**src/rtl/irq_coal_pkg.sv**
```systemverilog
package irq_coal_pkg;
  localparam int UNIT_LOG2 = 6; // 64 source ticks per threshold unit

  function automatic logic [15:0] min_one16(input logic [15:0] v);
    return (v == '0) ? 16'd1 : v;
  endfunction
endpackage

```
**src/rtl/icu_prescaler.sv**
```systemverilog
module icu_prescaler #(
  parameter int LOG2 = 6
) (
  input  logic clk,
  input  logic rst,
  input  logic run,
  input  logic start,
  input  logic src_en,
  output logic tick
);
  localparam logic [LOG2-1:0] LAST = {LOG2{1'b1}};
  logic [LOG2-1:0] pre;

  assign tick = run && src_en && (pre == LAST);

  always_ff @(posedge clk) begin
    if (rst || !run || start) pre <= '0;
    else if (src_en)          pre <= pre + 1'b1;
  end

  assert_idle_clear_R4: assert property (@(posedge clk) disable iff (rst)
    !run |=> (pre == '0));
endmodule

```
**src/rtl/icu_countdown.sv**
```systemverilog
module icu_countdown #(
  parameter int TW = 16
) (
  input  logic          clk,
  input  logic          rst,
  input  logic          start,
  input  logic          stop,
  input  logic          tick,
  input  logic [TW-1:0] load_val,
  output logic          run,
  output logic          expire
);
  logic [TW-1:0] rem;

  assign expire = run && tick && (rem == {{(TW-1){1'b0}}, 1'b1});

  always_ff @(posedge clk) begin
    if (rst) begin
      run <= 1'b0;
      rem <= '0;
    end else if (stop) begin
      run <= 1'b0;
    end else if (start) begin
      run <= 1'b1;
      rem <= (load_val == '0) ? {{(TW-1){1'b0}}, 1'b1} : load_val;
    end else if (run && tick) begin
      rem <= rem - 1'b1;
    end
  end

  assert_rem_nonzero_R5: assert property (@(posedge clk) disable iff (rst)
    run |-> (rem != '0));
  assert_stop_halts_R9: assert property (@(posedge clk) disable iff (rst)
    stop |=> !run);
endmodule

```
**src/rtl/icu_frame_count.sv**
```systemverilog
module icu_frame_count #(
  parameter int CW = 8
) (
  input  logic          clk,
  input  logic          rst,
  input  logic          en,
  input  logic          frame,
  input  logic          clear,
  input  logic [CW-1:0] thresh,
  output logic          hit
);
  logic [CW-1:0] cnt;
  logic [CW:0]   eff;

  assign eff = (thresh == '0) ? {{CW{1'b0}}, 1'b1} : {1'b0, thresh};
  assign hit = en && frame && (({1'b0, cnt} + 1'b1) >= eff);

  always_ff @(posedge clk) begin
    if (rst || clear) cnt <= '0;
    else if (frame)   cnt <= cnt + 1'b1;
  end

  assert_hit_clears_R9: assert property (@(posedge clk) disable iff (rst)
    hit |=> (cnt == '0));
  assert_zero_thresh_R10: assert property (@(posedge clk) disable iff (rst)
    (en && frame && thresh == '0) |-> hit);
endmodule

```
**src/rtl/irq_coalesce_unit.sv**
```systemverilog
module irq_coalesce_unit #(
  parameter int TW = 16,
  parameter int CW = 8
) (
  input  logic          clk,
  input  logic          rst,
  input  logic          coal_en,
  input  logic          src_sel,
  input  logic          if_tick,
  input  logic          frame_done,
  input  logic [TW-1:0] time_thresh,
  input  logic [CW-1:0] count_thresh,
  input  logic          irq_ack,
  output logic          irq_req
);
  import irq_coal_pkg::*;

  logic src_en, tick, run, expire, hit, fire, start, stop;

  assign src_en = src_sel ? 1'b1 : if_tick;
  assign fire   = coal_en ? (hit || expire) : frame_done;
  assign stop   = fire || !coal_en;
  assign start  = coal_en && frame_done && !fire && !run;

  icu_prescaler #(.LOG2(UNIT_LOG2)) u_pre (
    .clk(clk), .rst(rst), .run(run), .start(start), .src_en(src_en), .tick(tick)
  );

  icu_countdown #(.TW(TW)) u_tmr (
    .clk(clk), .rst(rst), .start(start), .stop(stop), .tick(tick),
    .load_val(time_thresh), .run(run), .expire(expire)
  );

  icu_frame_count #(.CW(CW)) u_cnt (
    .clk(clk), .rst(rst), .en(coal_en), .frame(frame_done), .clear(stop),
    .thresh(count_thresh), .hit(hit)
  );

  always_ff @(posedge clk) begin
    if (rst)          irq_req <= 1'b0;
    else if (fire)    irq_req <= 1'b1;
    else if (irq_ack) irq_req <= 1'b0;
  end

  assert_reset_low_R1: assert property (@(posedge clk)
    rst |=> !irq_req);
  assert_bypass_R2: assert property (@(posedge clk) disable iff (rst)
    (!coal_en && frame_done) |=> irq_req);
  assert_hold_R8: assert property (@(posedge clk) disable iff (rst)
    (irq_req && !irq_ack) |=> irq_req);
  assert_ack_clears_R8: assert property (@(posedge clk) disable iff (rst)
    (irq_ack && !fire) |=> !irq_req);
endmodule

```
**config.mk**
```make
export PLATFORM = sky130hd
export DESIGN_NAME = irq_coalesce_unit
export DESIGN_NICKNAME = d
export VERILOG_FILES = /design/src/rtl/irq_coal_pkg.sv /design/src/rtl/icu_prescaler.sv /design/src/rtl/icu_countdown.sv /design/src/rtl/icu_frame_count.sv /design/src/rtl/irq_coalesce_unit.sv
export SDC_FILE = /design/constraint.sdc
export NUM_CORES = 1
export LEC_CHECK = 0
export BUFFER_PORTS_ARGS = -buffer_cell sky130_fd_sc_hd__buf_2
export CORE_MARGIN = 4
export CORE_UTILIZATION = 51
export CTS_CLUSTER_DIAMETER = 60
export DETAILED_ROUTE_END_ITERATION = 10
export GPL_TIMING_DRIVEN = 0
export PLACE_DENSITY = 0.76
export SETUP_SLACK_MARGIN = 0.3
export SYNTH_ARGS = -nofsm -noshare
export SYNTH_HDL_FRONTEND = slang
export SYNTH_SLANG_ARGS = --single-unit
```
**constraint.sdc**
```tcl
create_clock -name clk -period 3 [get_ports clk]
set_input_delay 0.6 -clock clk [delete_from_list [all_inputs] [get_ports clk]]
set_output_delay 0.6 -clock clk [all_outputs]
set_load 0.02 [all_outputs]
```
==> impl_metrics.yaml <==
placed_design:
  dp_hpwl_um: 3530
  dpl_cell_area_um2: 2380
  gp_congestion: 0.823
  port_buffers: 31
  dp.cells: 333
  place_ws_ns: -0.415
clock_tree:
  cts_max_level: 2
  cts_buffer_depth: 2
  numCtsBuffers: 5
  cts_sinks: 32
  tritoncts: "done"
  path_clk_slew_ns: 0.08
  cts_root_buf: "clkbuf_8"
  clock_latency_ns: 0.31
finish:
  design_area_um2: 3030
  final_layout_size_suffix_gt1_share_pct: 37.4
  n_antenna_cell: 0
  final_nets: 355
  fillers: 252
  finalNonFillerCells: 363
  areaGrowthSynthToFinish_pct: 44.4
grt:
  grt_max_degree: 11
  grt_pass1_vias: 1854
  overflow: 0
  antenna_found_initial: 0
  grt_pass1_wl_um: 8800
  grt_use_total_pct: 21.5
yosys:
  synth_top_area_cell: "dfxtp_1"
  seq_area_frac_synth_pct: 30.5
  synth_cells: 252
  synth_top_family_by_area: "simple AND/OR/NAND/NOR gates"
  muxShareOfSynthArea_pct: 1.91
  synth_compound_area_share_pct: 13.1
  yosys_register_bits: 32
  synth.avg_cell_area_um2: 8.34
  synthSimpleGateAreaFrac_pct: 31.3
  syn-cell-area_um2: 2100
  synth_ff_type: "dfxtp_1"
  synth_xor_xnor_area_share_pct: 12.1
  postSynthNetCount: 295
  async_flop_share_pct: 0
  yosysUniqueCellTypes: 47
  synth_edf_count: 0
  synth-adder-area-share_pct: 7.15
  yosys_warnings: 0
  synth_area_leaders: "dfxtp_1 30%, ha_1 7.1%, xnor2_1 6.7%"
  synth_top_area_share_pct: 30.5
setup_path:
  path_class: "flip-flop to flip-flop"
  path_cells: "ha_4 > and3_4 > buf_8 > nand3_2 > xnor2_1 > ha_1 > nand3_1 > nand4b_1 > o21a_4 > or3_4 > or4_4 > a311oi_2"
  cpPeakStageDelay_ns: 0.44
  crit_arrival_ns: 3.30
  required_ns: 3.20
  crit_fanout: 4
  slowest_stage: "or4_4"
  cp_top_family: "simple AND/OR/NAND/NOR gates"
  critPathLaunchType: "flip-flop"
  crit_buf_inv: 1
  cp-end-kind: "flip-flop"
job:
  cap_violations: 0
floorplan:
  io_pins: 32
  num_rows: 23
  dieHeight_um: 72.2
  die_w_um: 72.2
  initial_utilization_pct: 52.5
  die_area_um2: 5210
  core_area_um2: 4000
sta:
  fin_ws_ns: -0.0997
  rsz0062_at_grt: "true"
  finalSetupViolCount: 1
  fin_skew_ns: 0.0153
  post-route-period-util_pct: 103
  fin_crit_ns: 3.10
  maxSlewViolCount: 0
  maxSlewHeadroom_pct: 18.2
  worst_pin_slew_ns: 1.22
  fmax_ghz: 0.323
  hold_viol: 0
power_and_ir_drop:
  total_power_mw: 1.17
  total_leakage_power_nw: 1.15
  p_per_area_nw_per_um2: 387
  peakVddDrop_mv: 0.370
min_path:
  hp-class: "flip-flop to flip-flop"
routing:
  first_pass_iters: 4
  via_count: 2251
  vias_per_cell: 6.20
  first_iter_violations: 272
  drc: 0
  wl_per_cell_um: 19.0
  drt_wl_total_um: 6920
  ant_nets: 0
run_status:
  violations: "setup timing"
  status: "complete, but fails checks"
## registers in the layout, indices dropped and copies added (netlist names)
name / count
u_tmr.rem: 16
u_cnt.cnt: 8
u_pre.pre: 6
irq_req: 1
u_tmr.run: 1
## power breakdown
group	switching, mW	internal [mW]	leakage, nW
Sequential	0.0215	0.440	0.264
Combinational	0.133	0.101	0.824
Clock	0.186	0.293	0.0645
Total	0.340	0.834	1.15
## synth_stat cells (3+ instances only)
cell      count
and3_1        5
nor2_1       36
ha_1         12
nor4_1       15
o21ai_0       4
a211oi_1     11
nor3_1        3
nand4b_1      5
xor2_1       13
nand2b_1      7
nand2_1      14
nand4_1       3
nand3_1       7
clkbuf_1      8
mux2i_1       4
xnor2_1      16
or3_1         7
dfxtp_1      32
inv_1        11
a21oi_1       5
## path summary, 6_finish.rpt
| kind | start | end | slack (ns) | cells past startpoint |
|---|---|---|---|---|
| worst max-delay path | u_cnt.cnt[0]$_SDFFE_PP0P_ | u_tmr.rem[10]$_SDFFE_PP0P_ | -0.1 | 12 |
| worst min-delay path | u_pre.pre[1]$_SDFFE_PP0N_ | u_pre.pre[1]$_SDFFE_PP0N_ | 0.48 | 2 |
| worst max register to register | u_cnt.cnt[0]$_SDFFE_PP0P_ | u_tmr.rem[10]$_SDFFE_PP0P_ | -0.1 | 12 |
| worst min register to register | u_pre.pre[1]$_SDFFE_PP0N_ | u_pre.pre[1]$_SDFFE_PP0N_ | 0.48 | 2 |
## area by class of cell
type | instances | area (µm²) | area share [%]
multi-input combinational | 198 | 1690 | 55.9
clock inverter | 1 | 30.0 | 0.990
clock buffer | 7 | 96.3 | 3.18
sequential | 32 | 654 | 21.6
timing repair buffer | 53 | 353 | 11.6
buffer | 11 | 101 | 3.34
inverter | 11 | 41.3 | 1.36
tap | 50 | 62.6 | 2.06
## worst min-delay path: stages, from the launching register on
cell and delay (ns):
dfxtp_1 0.33, nand2_1 0.06, a21oi_1 0.05
## layer usage
layer | vias to the layer above | routed length [µm] | GRT usage, %
met2 | 105 | 3130 | 29.7
met1 | 1069 | 2970 | 30.9
met5 | - | 0 | 0
li1 | 1043 | - | -
met3 | 34 | 520 | 6.37
met4 | 0 | 292 | 8.77
## layout by cell type (no fill, tap or decap), drive strengths merged, types with 2 or more instances in the layout
cell type,instances
a211oi,12
a21oi,5
a41o,2
and3,5
buf,59
clkbuf,12
dfxtp,32
ha,12
inv,11
mux2i,4
nand2,14
nand2b,7
nand3,7
nand4,3
nand4b,5
nor2,36
nor2b,2
nor3,3
nor4,18
nor4b,2
o2111ai,2
o21ai,4
or3,8
or4,3
xnor2,16
xor2,13
## metrics by stage
stage | hold slack, ns | setup TNS [ns] | util [%]
after global routing | 0.516 | -0.712 | 75.8
after global placement | 0.466 | -6.08 | 59.6
after detailed placement | 0.476 | -6.76 | 59.6
after floorplan | 0.449 | 0 | -
after CTS | 0.484 | 0 | 66.7
final | 0.484 | -0.0997 | 75.8
## timing repair
action	in CTS	in global routing
cloned	0	2
buffers inserted	7	13
setup endpoints to repair	26	25
pin swaps	6	34
gates resized for setup	22	63
hold buffers	0	0
## logic make-up after synthesis
kind of cell               Yosys count
adders and majority gates           12
muxes                                4
xor gates and xnor gates            29
DFF                                 32
AOI/OAI and AO/OA                   37
buffers and inverters               22
and+or+nand+nor                    116
Note: power is estimated with default switching activity, not from simulation.
